## src/rtl/ldstall_pkg.sv

```systemverilog
package ldstall_pkg;

    localparam int NREGS  = 16;
    localparam int RIDX_W = $clog2(NREGS);

    typedef logic [NREGS-1:0] regmask_t;

    typedef struct packed {
        logic              vld;
        logic [RIDX_W-1:0] idx;
    } regref_t;

    typedef enum logic [1:0] {
        CTI_NONE,
        CTI_UNTAKEN,
        CTI_TAKEN_SLOT,
        CTI_TAKEN_BUBBLE
    } cti_kind_e;

    typedef struct packed {
        logic [1:0] ld;
        logic       bubble;
        logic       taken;
        logic       untaken;
    } charge_t;

    function automatic logic ref_hits(regmask_t m, regref_t r);
        return r.vld && m[r.idx];
    endfunction

    function automatic regmask_t dest_bit(regref_t r);
        regmask_t m;
        m = '0;
        if (r.vld) m[r.idx] = 1'b1;
        return m;
    endfunction

    function automatic cti_kind_e classify(logic xfer, logic tk, logic slot);
        if (!xfer)     return CTI_NONE;
        else if (!tk)  return CTI_UNTAKEN;
        else if (slot) return CTI_TAKEN_SLOT;
        else           return CTI_TAKEN_BUBBLE;
    endfunction

endpackage

```

## src/rtl/ldstall_board.sv

```systemverilog
module ldstall_board
    import ldstall_pkg::*;
(
    input  logic    clk,
    input  logic    rst,
    input  logic    adv,
    input  logic    blk,
    input  regref_t src_a,
    input  regref_t src_b,
    input  regref_t dest,
    output logic [1:0] hit_cnt
);

    regmask_t committed;
    regmask_t pending;

    // pending is rebuilt from scratch for every instruction
    always_comb begin
        pending = blk ? '0 : dest_bit(dest);
    end

    always_comb begin
        hit_cnt = {1'b0, ref_hits(committed, src_a)} + {1'b0, ref_hits(committed, src_b)};
    end

    always_ff @(posedge clk) begin
        if (rst)
            committed <= '0;
        else if (adv)
            committed <= pending;
    end

endmodule

```

## src/rtl/ldstall_calc.sv

```systemverilog
module ldstall_calc
    import ldstall_pkg::*;
#(
    parameter int CYC_W = 8
) (
    input  logic [CYC_W-1:0] base,
    input  logic [1:0]       hits,
    input  cti_kind_e        kind,
    input  logic             blk,
    output logic [CYC_W+1:0] cyc,
    output charge_t          chg
);

    localparam int RES_W = CYC_W + 2;

    always_comb begin
        chg = '0;
        if (!blk) begin
            chg.ld = hits;
            unique case (kind)
                CTI_UNTAKEN:      chg.untaken = 1'b1;
                CTI_TAKEN_SLOT:   chg.taken   = 1'b1;
                CTI_TAKEN_BUBBLE: begin
                    chg.taken  = 1'b1;
                    chg.bubble = 1'b1;
                end
                default: ;
            endcase
        end
        cyc = {2'b00, base} + RES_W'(chg.ld) + RES_W'(chg.bubble);
    end

endmodule

```

## src/rtl/ldstall_satcnt.sv

```systemverilog
module ldstall_satcnt #(
    parameter int CNT_W = 32,
    parameter int INC_W = 10
) (
    input  logic             clk,
    input  logic             rst,
    input  logic             en,
    input  logic [INC_W-1:0] inc,
    output logic [CNT_W-1:0] cnt
);

    localparam logic [CNT_W-1:0] TOP = '1;

    logic [CNT_W:0] sum;

    always_comb begin
        sum = {1'b0, cnt} + {{(CNT_W + 1 - INC_W){1'b0}}, inc};
    end

    always_ff @(posedge clk) begin
        if (rst)
            cnt <= '0;
        else if (en)
            cnt <= sum[CNT_W] ? TOP : sum[CNT_W-1:0];
    end

endmodule

```

## src/rtl/ldstall_sb.sv

```systemverilog
module ldstall_sb
    import ldstall_pkg::*;
#(
    parameter int CYC_W = 8,
    parameter int CNT_W = 32
) (
    input  logic               clk,
    input  logic               rst,
    input  logic               ins_vld,
    input  logic [CYC_W-1:0]   ins_base,
    input  logic               src_a_vld,
    input  logic [RIDX_W-1:0]  src_a_idx,
    input  logic               src_b_vld,
    input  logic [RIDX_W-1:0]  src_b_idx,
    input  logic               ld_vld,
    input  logic [RIDX_W-1:0]  ld_idx,
    input  logic               is_cti,
    input  logic               cti_taken,
    input  logic               has_slot,
    input  logic               multi_xfer,
    output logic               res_vld,
    output logic [CYC_W+1:0]   res_cyc,
    output logic [CNT_W-1:0]   cnt_cycles,
    output logic [CNT_W-1:0]   cnt_ld_stall,
    output logic [CNT_W-1:0]   cnt_cti_stall,
    output logic [CNT_W-1:0]   cnt_taken,
    output logic [CNT_W-1:0]   cnt_untaken
);

    localparam int RES_W = CYC_W + 2;
    localparam int NCNT  = 5;

    regref_t   ra, rb, rd;
    logic [1:0] hit_cnt;
    cti_kind_e kind;
    logic [RES_W-1:0] cyc;
    charge_t   chg;

    assign ra   = '{vld: src_a_vld, idx: src_a_idx};
    assign rb   = '{vld: src_b_vld, idx: src_b_idx};
    assign rd   = '{vld: ld_vld,    idx: ld_idx};
    assign kind = classify(is_cti, cti_taken, has_slot);

    ldstall_board u_board (
        .clk     (clk),
        .rst     (rst),
        .adv     (ins_vld),
        .blk     (multi_xfer),
        .src_a   (ra),
        .src_b   (rb),
        .dest    (rd),
        .hit_cnt (hit_cnt)
    );

    ldstall_calc #(.CYC_W(CYC_W)) u_calc (
        .base (ins_base),
        .hits (hit_cnt),
        .kind (kind),
        .blk  (multi_xfer),
        .cyc  (cyc),
        .chg  (chg)
    );

    always_ff @(posedge clk) begin
        if (rst) begin
            res_vld <= 1'b0;
            res_cyc <= '0;
        end else begin
            res_vld <= ins_vld;
            if (ins_vld) res_cyc <= cyc;
        end
    end

    // counter order: cycles, load stalls, transfer bubbles, taken, untaken
    logic [RES_W-1:0] inc_v [NCNT];
    logic [CNT_W-1:0] cnt_v [NCNT];

    always_comb begin
        inc_v[0] = cyc;
        inc_v[1] = RES_W'(chg.ld);
        inc_v[2] = RES_W'(chg.bubble);
        inc_v[3] = RES_W'(chg.taken);
        inc_v[4] = RES_W'(chg.untaken);
    end

    for (genvar g = 0; g < NCNT; g++) begin : g_cnt
        ldstall_satcnt #(.CNT_W(CNT_W), .INC_W(RES_W)) u_cnt (
            .clk (clk),
            .rst (rst),
            .en  (ins_vld),
            .inc (inc_v[g]),
            .cnt (cnt_v[g])
        );
    end

    assign cnt_cycles    = cnt_v[0];
    assign cnt_ld_stall  = cnt_v[1];
    assign cnt_cti_stall = cnt_v[2];
    assign cnt_taken     = cnt_v[3];
    assign cnt_untaken   = cnt_v[4];

endmodule

```

## config.mk

```make
export PLATFORM = sky130hd
export DESIGN_NAME = ldstall_sb
export DESIGN_NICKNAME = d
export VERILOG_FILES = /design/src/rtl/ldstall_pkg.sv /design/src/rtl/ldstall_board.sv /design/src/rtl/ldstall_calc.sv /design/src/rtl/ldstall_satcnt.sv /design/src/rtl/ldstall_sb.sv
export SDC_FILE = /design/constraint.sdc
export NUM_CORES = 1
export LEC_CHECK = 0
export ABC_AREA = 1
export BUFFER_PORTS_ARGS = -buffer_cell sky130_fd_sc_hd__buf_2
export CORE_MARGIN = 2
export CORE_UTILIZATION = 35
export CTS_CLUSTER_DIAMETER = 50
export DETAILED_ROUTE_END_ITERATION = 6
export PLACE_DENSITY_LB_ADDON = 0.1
export SETUP_SLACK_MARGIN = 0.4
export SYNTH_ARGS = -nofsm -noshare
export SYNTH_HDL_FRONTEND = slang
export SYNTH_SLANG_ARGS = --single-unit
```

## constraint.sdc

```tcl
create_clock -name clk -period 5.21 [get_ports clk]
set_input_delay 0.521 -clock clk [delete_from_list [all_inputs] [get_ports clk]]
set_output_delay 0.521 -clock clk [all_outputs]
set_load 0.01 [all_outputs]
```

==> results of run 1 <==
==> worst min-delay path by stage <==
stage                                       start                             endpoint  slack, ns
2_1_floorplan  u_board.committed[13]$_SDFFE_PP0P_   u_board.committed[13]$_SDFFE_PP0P_       0.45
5_1_grt                                   ins_vld  g_cnt[4].u_cnt.cnt[31]$_SDFFE_PP0P_       0.44
3_3_place_gp              res_cyc[9]$_SDFFE_PP0P_              res_cyc[9]$_SDFFE_PP0P_       0.42
3_5_place_dp              res_cyc[9]$_SDFFE_PP0P_              res_cyc[9]$_SDFFE_PP0P_       0.45
6_report                                  ins_vld  g_cnt[4].u_cnt.cnt[31]$_SDFFE_PP0P_       0.43
4_1_cts                                   ins_vld  g_cnt[4].u_cnt.cnt[31]$_SDFFE_PP0P_       0.42
==> critical path: cells and delay by family (launching register included) <==
family	cells	cell delay, ns
compound gates	9	1.41
fa+ha+maj	5	1.32
buf+inv	4	0.30
flops	1	0.33
simple gates	10	0.90
==> flip-flops by register name, summed over array words and instances, names as in the netlist <==
| signal | flops |
|---|---|
| g_cnt.u_cnt.cnt | 160 |
| res_vld | 1 |
| u_board.committed | 16 |
| res_cyc | 10 |
==> final cells by class <==
cell class / instances / share of cell area [%]
repair buffers: 210 / 7.80
clock buffers: 20 / 3.15
inverters: 197 / 5.36
well taps: 448 / 4.05
flip-flops and latches: 187 / 27.0
diodes: 2 / 0.0361
clock inverters: 11 / 1.41
multi-input cells: 1412 / 51.2
==> logic make-up (layout without fill, tap and decap cells) <==
logic type      after synthesis  count (layout)  share of synthesized area, %
compound gates              272             272                          12.3
xor+xnor                     87              87                          6.49
fa+ha+maj                    24              24                          2.62
buf+inv                     251             438                          8.41
flops                       187             187                          31.9
other cells                   1               3                        0.0319
simple gates               1027            1028                          38.3
==> power groups by stage <==
stage / Sequential, mW / Clock, mW / Combinational, mW
after floorplan: 1.50 / 0 / 0.174
after global placement: 1.50 / 0 / 0.278
after detailed placement: 1.50 / 0 / 0.280
after CTS: 1.47 / 1.50 / 0.281
after global routing: 1.47 / 1.56 / 0.320
final: 1.47 / 1.46 / 0.285
==> metal layers <==
metal  part of all wire, %  routed length (um)  vias up  GRT usage [%]
met4                   1.4                 531        2           5.95
met3                   5.2                2010       37           4.56
li1                      -                   -     6369              -
met5                 0.029                  11        -              0
met1                    49               18700     5689           29.7
met2                    45               17100      257           35.4
==> stage by stage <==
stage	utilization [%]	hold WS, ns	worst slack, ns	cells
finish	41.6	0.433	0.830	2487
global placement	39.4	0.423	0.437	2450
detailed placement	39.4	0.449	0.360	2450
floorplan	-	0.445	1.01	1849
CTS	41.3	0.424	0.663	2481
global route	41.6	0.441	0.373	2485
==> cell usage after synthesis (2+ instances only) <==
library cell / n / area [sq um]
nand2_1: 511 / 1920
nor2_1: 208 / 781
inv_1: 191 / 717
dfxtp_1: 187 / 3740
a21oi_1: 164 / 821
nand3_1: 152 / 761
o21ai_0: 80 / 400
xor2_1: 52 / 455
nand4_1: 47 / 294
nor3_1: 46 / 230
xnor2_1: 35 / 307
clkbuf_1: 32 / 120
ha_1: 23 / 288
buf_2: 16 / 80.1
nand3b_1: 11 / 82.6
or2_2: 11 / 68.8
a21oi_2: 6 / 52.6
nor2_2: 6 / 37.5
nor3_2: 6 / 60.1
nor4_1: 6 / 37.5
a31oi_1: 4 / 25.0
inv_2: 4 / 15.0
nand2_2: 4 / 25.0
nor3b_1: 4 / 30.0
o211ai_1: 4 / 30.0
buf_1: 3 / 11.3
or2_0: 3 / 18.8
a211oi_1: 2 / 15.0
a21boi_0: 2 / 15.0
and3_1: 2 / 12.5
o221ai_1: 2 / 17.5
o31ai_1: 2 / 15.0
==> what timing repair did <==
item,4_1_cts,5_1_grt
setup buffers,0,3
setup endpoints to repair,0,32
resized for setup,0,21
==> reports/metrics.csv, run 1 <==
metric;value;unit
path_max_fanout;6;
syn_area_per_cell;6.35;sq um
clk_latency;0.45;ns
hold_viol;0;
cpPeakStageDelay;0.33;ns
post_drt_wl_per_cell;15.4;um
power_frac_comb;8.9;%
dieArea;35000;sq um
fin_crit_sh;84.1;%
grt_setup_unrepaired;false;
cts_buffer_depth;2;
outcome;finished, final reports clean;
dpl_cell_area;13100;sq um
area_delta_synth_final;18.0;%
final_cell_mix;507 x nand2_1, 203 x nor2_1, 198 x buf_2, 191 x inv_1, 187 x dfxtp_1;
final_net_count;2079;
p_total;3.21;mW
relSlewSlack;35.9;%
postLayoutCellArea;13900;sq um
grt_pass1_wl;62300;um
seq_area;3740;sq um
antenna_found_initial;3;
drv_cap;0;
swShare;25.6;%
cp.required;5.56;ns
cp_slowest_cell;dfxtp_1;
fillers;3681;
reg2reg_to;g_cnt[0].u_cnt.cnt[1]$_SDFFE_PP0P_;
hold_path_class;primary input to register;
grt_pass1_vias;11700;
fin_crit;4.38;ns
cts_hold_buf;0;
ant_nets;0;
totalWireLength;38400;um
rr_worst_depth;28;
min_path_cells;3;
final_common_cell;nand2_1;
synth_ff_type;dfxtp_1;
crit_arrival;4.73;ns
p_int;2.39;mW
tns;0;ns
critPathCaptureType;register;
synth_cell_types;55;
ys_warn_count;0;
place.gp.congestion;0.860;
rr_startpoint;u_board.committed[1]$_SDFFE_PP0P_;
grt_max_degree;80;
seqPwrFrac;45.7;%
grt_util_all_layers;21.9;%
synthCells;1849;
synth-edff-count;0;
path_class;register to register;
dpl.hpwl;28300;um
drive_above_1_share;14.8;%
num_vias;12400;
finClkSkew;0.00796;ns
power_switching;0.823;mW
clock-sinks;187;
critPathCapture;g_cnt[0].u_cnt.cnt[1]$_SDFFE_PP0P_;
multi_input_area;7090;sq um
viasPerCell;4.97;
cts.clk_slew.worst_paths;0.07;ns
clock.fmax;0.228;GHz
syn-cell-area;11700;sq um
pin_count;201;
async_reset_ff_share;0;%
p_leak;5.94;nW
grt_overflow;0;
cp-startpoint;u_board.committed[1]$_SDFFE_PP0P_;
powerDensity;232;nW/um^2
die_h;187;um
core-area;33300;sq um
io_buffers;200;
drtIter0Drc;669;
tightest_slew;0.952;ns
ys_seq_area_share;31.9;%
drc;0;
cpMostUsedCell;nand2_1;
start_util;35.3;%
dr.pass1.iters;5;
tritoncts;done;
setup_viol;0;
pwr-share-clk;45.5;%
r2r_setup_slack;0.83;ns
die_w;187;um
h-tree-depth;4;
syn_nets;1903;
cts_root_buffer;clkbuf_16;
slew_viol_final;0;
start_kind;register;
cts_buffers;17;
ys_ff_latch;187;
rows;67;
vdd_drop_max;0.000247;V
(Power assumes the default switching activity.)
==> inputs of run 2 (changes only) <==
==> constraint.sdc (replaced) <==
create_clock -name clk -period 4.01 [get_ports clk]
set_input_delay 0.401 -clock clk [delete_from_list [all_inputs] [get_ports clk]]
set_output_delay 0.401 -clock clk [all_outputs]
set_load 0.01 [all_outputs]
==> reports/metrics.csv, run 2 (synthesis gave the netlist of run 1 again) <==
metric;value;unit
outcome;finished, final reports clean;
setup_ws;0.0698;ns
path_class;register to register;
num_vias;12700;
rr_startpoint;u_board.committed[1]$_SDFFE_PP0P_;
cts_buffers;17;
min_from;ld_idx[2];
vdd_drop_max;0.000320;V
cts.clk_slew.worst_paths;0.07;ns
cts_root_buffer;clkbuf_16;
dp.cells;2503;
slew_viol_final;0;
cpPeakStageDelay;0.34;ns
fin_crit_sh;98.3;%
largest_reg_flops;160;
final_common_cell;nand2_1;
cpMostUsedCell;ha_4;
core-area;33300;sq um
area_delta_synth_final;28.4;%
grt_setup_unrepaired;true;
rows;67;
postLayoutCellArea;15100;sq um
cts_buffer_depth;2;
die_w;187;um
clock.fmax;0.254;GHz
clock-sinks;187;
post_drt_wl_per_cell;15.0;um
rr_worst_depth;28;
tritoncts;done;
dr.pass1.iters;6;
cts_hold_buf;0;
layoutNonFillerInstCount;2559;
grt_util_all_layers;21.8;%
ant_nets;0;
tns;0;ns
antenna_found_initial;3;
die_h;187;um
tightest_slew;0.793;ns
drtIter0Drc;760;
totalWireLength;38500;um
hold_viol;0;
place_worst_setup_slack;-0.275;ns
drv_cap;0;
finClkSkew;0.0143;ns
max_flop_register;g_cnt.u_cnt.cnt;
powerDensity;274;nW/um^2
drc;0;
fin_crit;3.94;ns
dieArea;35000;sq um
grt_pass1_vias;11900;
final_cell_mix;452 x nand2_1, 198 x buf_2, 191 x nor2_1, 184 x dfxtp_1, 175 x inv_1;
fillers;3615;
r2r_setup_slack;0.07;ns
reg2reg_to;g_cnt[0].u_cnt.cnt[5]$_SDFFE_PP0P_;
hold_path_class;primary input to register;
viasPerCell;4.96;
start_util;35.3;%
crit_arrival;4.28;ns
grt_overflow;0;
setup_viol;0;
critPathCaptureType;register;
clk_latency;0.46;ns
hold_ws;0.317;ns
grt_pass1_wl;62200;um
dpl_cell_area;13700;sq um
path_max_fanout;6;
dpl.hpwl;28500;um
relSlewSlack;46.6;%
grt_max_degree;67;
min_path_cells;4;
drive_above_1_share;24.3;%
h-tree-depth;4;
final_net_count;2149;
postLayoutCoreUtil;45.3;%
holdPathEnd;u_board.committed[9]$_SDFFE_PP0P_;
pin_count;201;
cp.required;4.35;ns
p_total;4.13;mW
p_leak;6.39;nW
largestRegisters;g_cnt.u_cnt.cnt: 160 flops, u_board.committed: 16 flops, res_cyc: 10 flops;
place.gp.congestion;0.876;
io_buffers;200;
start_kind;register;
cp_slowest_cell;dfxtp_2;
-- run 2: routing by layer --
layer  track usage (%)  up-vias  wire (um)
met2              35.7      258      17700
met1              30.1     5887      18900
met4              5.92        0        446
li1                  -     6530          -
met3              3.17       25       1430
met5                 0        -          0
-- run 2: final cells by class --
type / count / area (sq um) / share of cell area [%]
Multi-Input combinational cell: 1411 / 7780 / 51.6
Sequential cell: 187 / 3750 / 24.9
Timing Repair Buffer: 281 / 1690 / 11.2
Inverter: 197 / 748 / 4.96
Tap cell: 448 / 561 / 3.72
Clock buffer: 21 / 440 / 2.92
Clock inverter: 10 / 95.1 / 0.631
Antenna cell: 4 / 10.0 / 0.0664
-- run 2: where the power goes --
group / leakage [nW] / internal (mW) / switching, mW / total, mW
registers: 1.51 / 1.88 / 0.0320 / 1.91
logic: 4.63 / 0.248 / 0.334 / 0.582
clock network: 0.246 / 0.854 / 0.784 / 1.64
total: 6.39 / 2.98 / 1.15 / 4.13
-- run 2: worst max path at each step --
| stage | from | endpoint | slack, ns | cells past startpoint |
|---|---|---|---|---|
| finish | u_board.committed[1]$_SDFFE_PP0P_ | g_cnt[0].u_cnt.cnt[5]$_SDFFE_PP0P_ | 0.07 | 28 |
| global route | u_board.committed[9]$_SDFFE_PP0P_ | g_cnt[0].u_cnt.cnt[5]$_SDFFE_PP0P_ | -0.13 | 31 |
| CTS | u_board.committed[9]$_SDFFE_PP0P_ | g_cnt[0].u_cnt.cnt[21]$_SDFFE_PP0P_ | 0.17 | 29 |
| detailed placement | src_b_idx[0] | g_cnt[0].u_cnt.cnt[24]$_SDFFE_PP0P_ | -0.27 | 27 |
| global placement | src_a_idx[0] | g_cnt[0].u_cnt.cnt[24]$_SDFFE_PP0P_ | -0.17 | 27 |
| floorplan | src_b_idx[0] | g_cnt[0].u_cnt.cnt[25]$_SDFFE_PP0P_ | 0.27 | 28 |
-- run 2: repair_timing --
action,CTS,global route
gates cloned,1,0
buffers inserted,13,7
setup endpoints to repair,32,32
pin swaps,52,51
gates resized for setup,111,81
-- run 2: critical path, delay by kind of cell (launching register included) --
family	cells	cell delay, ns
AO/OA/AOI/OAI	9	1.13
adder cells (fa/ha/maj)	5	1.10
AND/OR/NAND/NOR	8	0.71
buffers and inverters	6	0.55
flip-flops	1	0.34
